### src/rtl/uart_cts_gate_pkg.sv
package uart_cts_gate_pkg;

    typedef enum logic [2:0] {
        GT_IDLE   = 3'd0,
        GT_LAUNCH = 3'd1,
        GT_SEND   = 3'd2,
        GT_CLEAR  = 3'd3,
        GT_HOLD   = 3'd4
    } gate_state_e;

    localparam int unsigned SYNC_DEPTH_DEFAULT = 2;

endpackage

### src/rtl/uart_cts_sync.sv
module uart_cts_sync #(
    parameter int unsigned STAGES    = 2,
    parameter logic        RESET_VAL = 1'b1
) (
    input  logic clk,
    input  logic rst_n,
    input  logic async_in,
    output logic sync_out
);

    localparam int unsigned LAST = STAGES - 1;

    logic [LAST:0] chain_q;

    generate
        for (genvar g = 0; g < STAGES; g++) begin : g_stage
            if (g == 0) begin : g_first
                always_ff @(posedge clk or negedge rst_n) begin
                    if (!rst_n) chain_q[0] <= RESET_VAL;
                    else        chain_q[0] <= async_in;
                end
            end else begin : g_next
                always_ff @(posedge clk or negedge rst_n) begin
                    if (!rst_n) chain_q[g] <= RESET_VAL;
                    else        chain_q[g] <= chain_q[g-1];
                end
            end
        end
    endgenerate

    assign sync_out = chain_q[LAST];

endmodule

### src/rtl/uart_cts_gate_fsm.sv
module uart_cts_gate_fsm
    import uart_cts_gate_pkg::*;
(
    input  logic clk,
    input  logic rst_n,
    input  logic cts_n_s,
    input  logic flow_en,
    input  logic fifo_nonempty,
    input  logic ser_busy,
    input  logic ser_last_stop,
    input  logic ser_mid_tick,
    output logic start_next
);

    gate_state_e state_q, state_d;
    logic        cts_ok;
    logic        stop_sample;

    assign cts_ok      = !flow_en || !cts_n_s;
    assign stop_sample = ser_busy && ser_last_stop && ser_mid_tick;

    // state register
    always_ff @(posedge clk or negedge rst_n) begin
        if (!rst_n) state_q <= GT_IDLE;
        else        state_q <= state_d;
    end

    // next state
    always_comb begin
        state_d = state_q;
        unique case (state_q)
            GT_IDLE: begin
                if (!ser_busy && fifo_nonempty && cts_ok) state_d = GT_LAUNCH;
            end
            GT_LAUNCH: begin
                if (ser_busy) state_d = GT_SEND;
            end
            GT_SEND: begin
                if (stop_sample)    state_d = cts_ok ? GT_CLEAR : GT_HOLD;
                else if (!ser_busy) state_d = GT_IDLE;
            end
            GT_CLEAR: begin
                if (!ser_busy) state_d = fifo_nonempty ? GT_LAUNCH : GT_IDLE;
            end
            GT_HOLD: begin
                if (!ser_busy && cts_ok) state_d = GT_IDLE;
            end
            default: state_d = GT_IDLE;
        endcase
    end

    // outputs
    always_comb begin
        start_next = 1'b0;
        unique case (state_q)
            GT_IDLE:   start_next = !ser_busy && fifo_nonempty && cts_ok;
            GT_CLEAR:  start_next = !ser_busy && fifo_nonempty;
            GT_LAUNCH,
            GT_SEND,
            GT_HOLD:   start_next = 1'b0;
            default:   start_next = 1'b0;
        endcase
    end

    p_no_start_busy_r6: assert property (@(posedge clk) disable iff (!rst_n)
        start_next |-> !ser_busy)
        else $error("start issued while serializer busy");

    p_single_pulse_r7: assert property (@(posedge clk) disable iff (!rst_n)
        start_next |=> !start_next)
        else $error("start held for more than one cycle");

    p_stop_verdict_r5: assert property (@(posedge clk) disable iff (!rst_n)
        (state_q == GT_SEND && stop_sample && !cts_ok) |=> (state_q == GT_HOLD && !start_next))
        else $error("stop verdict did not hold transmitter");

    p_go_verdict_r4: assert property (@(posedge clk) disable iff (!rst_n)
        (state_q == GT_SEND && stop_sample && cts_ok) |=> (state_q == GT_CLEAR))
        else $error("go verdict not recorded");

endmodule

### src/rtl/uart_cts_gate.sv
module uart_cts_gate
    import uart_cts_gate_pkg::*;
#(
    parameter int unsigned SYNC_STAGES = SYNC_DEPTH_DEFAULT
) (
    input  logic clk,
    input  logic rst_n,
    input  logic cts_n_pin,
    input  logic flow_en,
    input  logic fifo_nonempty,
    input  logic ser_busy,
    input  logic ser_last_stop,
    input  logic ser_mid_tick,
    output logic start_next,
    output logic cts_irq_mask
);

    logic cts_n_s;

    uart_cts_sync #(
        .STAGES    (SYNC_STAGES),
        .RESET_VAL (1'b1)
    ) u_sync (
        .clk      (clk),
        .rst_n    (rst_n),
        .async_in (cts_n_pin),
        .sync_out (cts_n_s)
    );

    uart_cts_gate_fsm u_fsm (
        .clk           (clk),
        .rst_n         (rst_n),
        .cts_n_s       (cts_n_s),
        .flow_en       (flow_en),
        .fifo_nonempty (fifo_nonempty),
        .ser_busy      (ser_busy),
        .ser_last_stop (ser_last_stop),
        .ser_mid_tick  (ser_mid_tick),
        .start_next    (start_next)
    );

    assign cts_irq_mask = flow_en;

endmodule

### config.mk
export PLATFORM = sky130hd
export DESIGN_NAME = uart_cts_gate
export DESIGN_NICKNAME = d
export VERILOG_FILES = /design/src/rtl/uart_cts_gate_pkg.sv /design/src/rtl/uart_cts_sync.sv /design/src/rtl/uart_cts_gate_fsm.sv /design/src/rtl/uart_cts_gate.sv
export SDC_FILE = /design/constraint.sdc
export NUM_CORES = 1
export LEC_CHECK = 0
export ABC_AREA = 1
export BUFFER_PORTS_ARGS = -buffer_cell sky130_fd_sc_hd__buf_2
export CAP_MARGIN = 15
export CORE_AREA = 5 5 42 44
export CTS_CLUSTER_DIAMETER = 40
export DETAILED_ROUTE_END_ITERATION = 8
export DIE_AREA = 0 0 47 49
export PLACE_DENSITY_LB_ADDON = 0.1
export SETUP_SLACK_MARGIN = 0.1
export SLEW_MARGIN = 25
export SYNTH_ARGS = -nofsm -noshare
export SYNTH_HDL_FRONTEND = slang
export SYNTH_SLANG_ARGS = --single-unit
### constraint.sdc
create_clock -name clk -period 0.95 [get_ports clk]
set_input_delay 0.095 -clock clk [delete_from_list [all_inputs] [get_ports clk]]
set_output_delay 0.095 -clock clk [all_outputs]
set_load 0.005 [all_outputs]
==> results.json <==
{
  "insertedDiodeCount": 0,
  "clock_transition_at_the_register_clock_pins_on_the_worst_setup_and_hold_paths_after_cts_ns": 0.04,
  "io_buffers": 9,
  "clock_power_share_pct": 20.2,
  "timing.final.crit_period_ns": 1.23,
  "synth_top_cell_by_area": "sky130_fd_sc_hd__dfrtp_1",
  "synth_top_cells_by_count": "sky130_fd_sc_hd__nand2_1 (16), sky130_fd_sc_hd__nand3_1 (6), sky130_fd_sc_hd__nor2_1 (5), sky130_fd_sc_hd__dfrtp_1 (3), sky130_fd_sc_hd__inv_1 (3)",
  "period_utilization_post_route_pct": 130,
  "worst_pin_slew_ns": 0.203,
  "drcViolationCount": 0,
  "timing_worst_setup_path_type": "reg -> out",
  "synth_cells": 46,
  "clockBufferDepth": 2,
  "rsz0062_at_grt": "true",
  "critPathMaxFanout": 2,
  "max_slew_margin_pct": 86.4,
  "tritoncts_clock_tree": "yes",
  "power.internal_mw": 0.713,
  "worstSkewPairLatency_ns": 0.23,
  "detailedRoute.firstPassIterationCount": 4,
  "die_x_um": 47,
  "drt_iter0_markers": 4,
  "p_leak_nw": 0.289,
  "critical_path.endpoint_type": "output pin",
  "place.gp.congestion": 0.738,
  "final_worst_path_setup_slack_ns": -0.282,
  "nNetsFinal": 80,
  "place_hpwl_um": 597,
  "synth.top_cell.area_share_pct": 23.9,
  "p_comb_share_pct": 52.1,
  "number_of_global_route_vias_before_repair": 327,
  "post_synth.cell_area_avg_sq_um": 6.83,
  "placementRows": 14,
  "placed_cells": 74,
  "p_seq_share_pct": 27.7,
  "core_area_sq_mm": 0.00140,
  "pin_count_of_the_biggest_net_entering_global_routing": 6,
  "initial_core_util_pct": 22.4,
  "boundaryPins": 10,
  "vias": 355,
  "power_density_mw_per_mm2": 2120,
  "ir_drop_uv": 874,
  "antenna_left": 0,
  "setup_total_negative_slack_ns": -0.950,
  "cts_buffers": 3,
  "report.final.hold_viol_count": 0,
  "antenna_found_initial": 0,
  "final_std_cells_w_o_fill": 87,
  "synth_top_flop_cell": "sky130_fd_sc_hd__dfrtp_1",
  "h-tree-depth": 1,
  "area.growth.synth_to_final_pct": 76.1,
  "clock_tree.root_cell": "sky130_fd_sc_hd__clkbuf_4",
  "drt-wirelength-per-cell_um": 9.52,
  "detail_route.vias_per_cell": 4.08,
  "maxSlewViolCount": 0,
  "fmax_mhz": 812,
  "die_area_sq_mm": 0.00230,
  "setup_viol": 4,
  "ys_async_sr_fraction_pct": 100,
  "worstPathRequired_ns": 0.85,
  "arr_time_crit_path_ns": 1.14,
  "totalWireLength_um": 828,
  "dpl_worst_slack_ns": -0.143,
  "synth_fp_nets": 54,
  "synth-warning-count": 0,
  "worst_setup_path_start_kind": "flip-flop",
  "synth_area_leaders": "sky130_fd_sc_hd__dfrtp_1 (24%), sky130_fd_sc_hd__nand2_1 (19%), sky130_fd_sc_hd__dfstp_2 (17%)",
  "switching_power_mw": 0.458,
  "ys_ff_latch": 5,
  "grt_pass1_wl_um": 1330,
  "grt_util_all_layers_pct": 8.19,
  "yosysUniqueCellTypes": 14,
  "synth-seq-area-share_pct": 40.6,
  "max-cap-violations": 0,
  "synth-edff-count": 0,
  "cts_num_sinks": 5,
  "clock-skew-final_ns": 0.00320,
  "power_switching_share_pct": 39.1,
  "fraction_of_final_layout_cells_with_drive_strength_greater_than_1_pct": 54.9,
  "violations": "negative setup slack",
  "status": "finished with violations",
  "dieHeight_um": 49,
  "overflow": 0,
  "syn-cell-area_sq_um": 314,
  "class_of_the_tightest_hold_or_removal_check": "in -> reg",
  "yosysMostFrequentCell": "sky130_fd_sc_hd__nand2_1"
}
final timing paths:
path                                        start  cells past startpoint                 to  slack (ns)
min in group asynchronous                   rst_n                      2   u_fsm.state_q[2]        0.20
worst min-delay path                ser_last_stop                      3   u_fsm.state_q[2]        0.18
worst max-delay path              u_sync.sync_out                      5         start_next       -0.28
worst min register to register  u_sync.chain_q[0]                      0    u_sync.sync_out        0.35
max in group asynchronous                   rst_n                      2  u_sync.chain_q[0]        0.54
worst max register to register    u_sync.sync_out                      8   u_fsm.state_q[0]       -0.25
kinds of logic (layout without fill, tap and decap cells):
kind of cell,Yosys count,in the layout,synth area share (%)
simple gates,32,32,44.6
buf+inv,6,31,8.37
flops,5,5,40.6
compound gates,3,3,6.37
registers in the layout, summed over array words and instances, names as in the netlist:
register,flops
u_sync.chain_q,1
u_fsm.state_q,3
u_sync.sync_out,1
critical path, cell delays in order, from the launching register on:
cell and delay (ns):
sky130_fd_sc_hd__dfstp_2 0.53, sky130_fd_sc_hd__nand2_4 0.06, sky130_fd_sc_hd__nand3_4 0.06, sky130_fd_sc_hd__buf_6 0.09, sky130_fd_sc_hd__o21ai_2 0.04, sky130_fd_sc_hd__buf_2 0.12
layer usage:
layer	vias up	share of wire, %	wire, um	global-route usage [%]
met3	0	4.5	37	3.32
li1	197	-	-	-
met5	-	0	0	0
met4	0	0	0	5.53
met1	151	44	362	10.4
met2	7	52	428	10.9
cell usage in the layout, fill, tap and decap left out, drive strengths merged, types with 2 or more instances in the layout:
master | synthesis | final
clkbuf | 0 | 4
nand4 | 2 | 2
nand2 | 18 | 18
dfstp | 2 | 2
nor2 | 6 | 6
dfrtp | 3 | 3
dlygate4sd3 | 0 | 2
inv | 5 | 5
buf | 1 | 20
nand3 | 6 | 6
area by class of cell:
class	count	area [sq um]
multi-input cells	35	206
flip-flops and latches	5	130
fillers	163	848
clock buffers	4	26.3
well taps	16	20.0
repair buffers	22	151
inverters	5	18.8
metrics by stage:
step	utilization [%]	cell area [sq um]	hold slack (ns)	power, mW
after global routing	39.5	553	0.174	1.29
after CTS	37.9	531	0.171	1.13
after detailed placement	29.7	417	-0.0855	0.784
after floorplan	-	329	-0.201	0.652
final	39.5	553	0.177	1.17
after global placement	29.7	417	-0.0872	0.804
power groups by stage:
stage	sequential (mW)	combinational [mW]	clock, mW
finish	0.324	0.610	0.236
global route	0.333	0.682	0.270
CTS	0.328	0.552	0.251
detailed placement	0.320	0.465	0
global placement	0.321	0.483	0
floorplan	0.309	0.343	0
timing repair:
action / 4_1_cts / 5_1_grt
resized for setup: 10 / 0
setup buffers: 4 / 3
cloned: 0 / 0
endpoints found under the setup margin: 4 / 4
pin swaps: 2 / 1
endpoints found under the hold margin: 6 / 0
hold buffers: 2 / 0
Note: power is estimated with default switching activity, not from simulation.
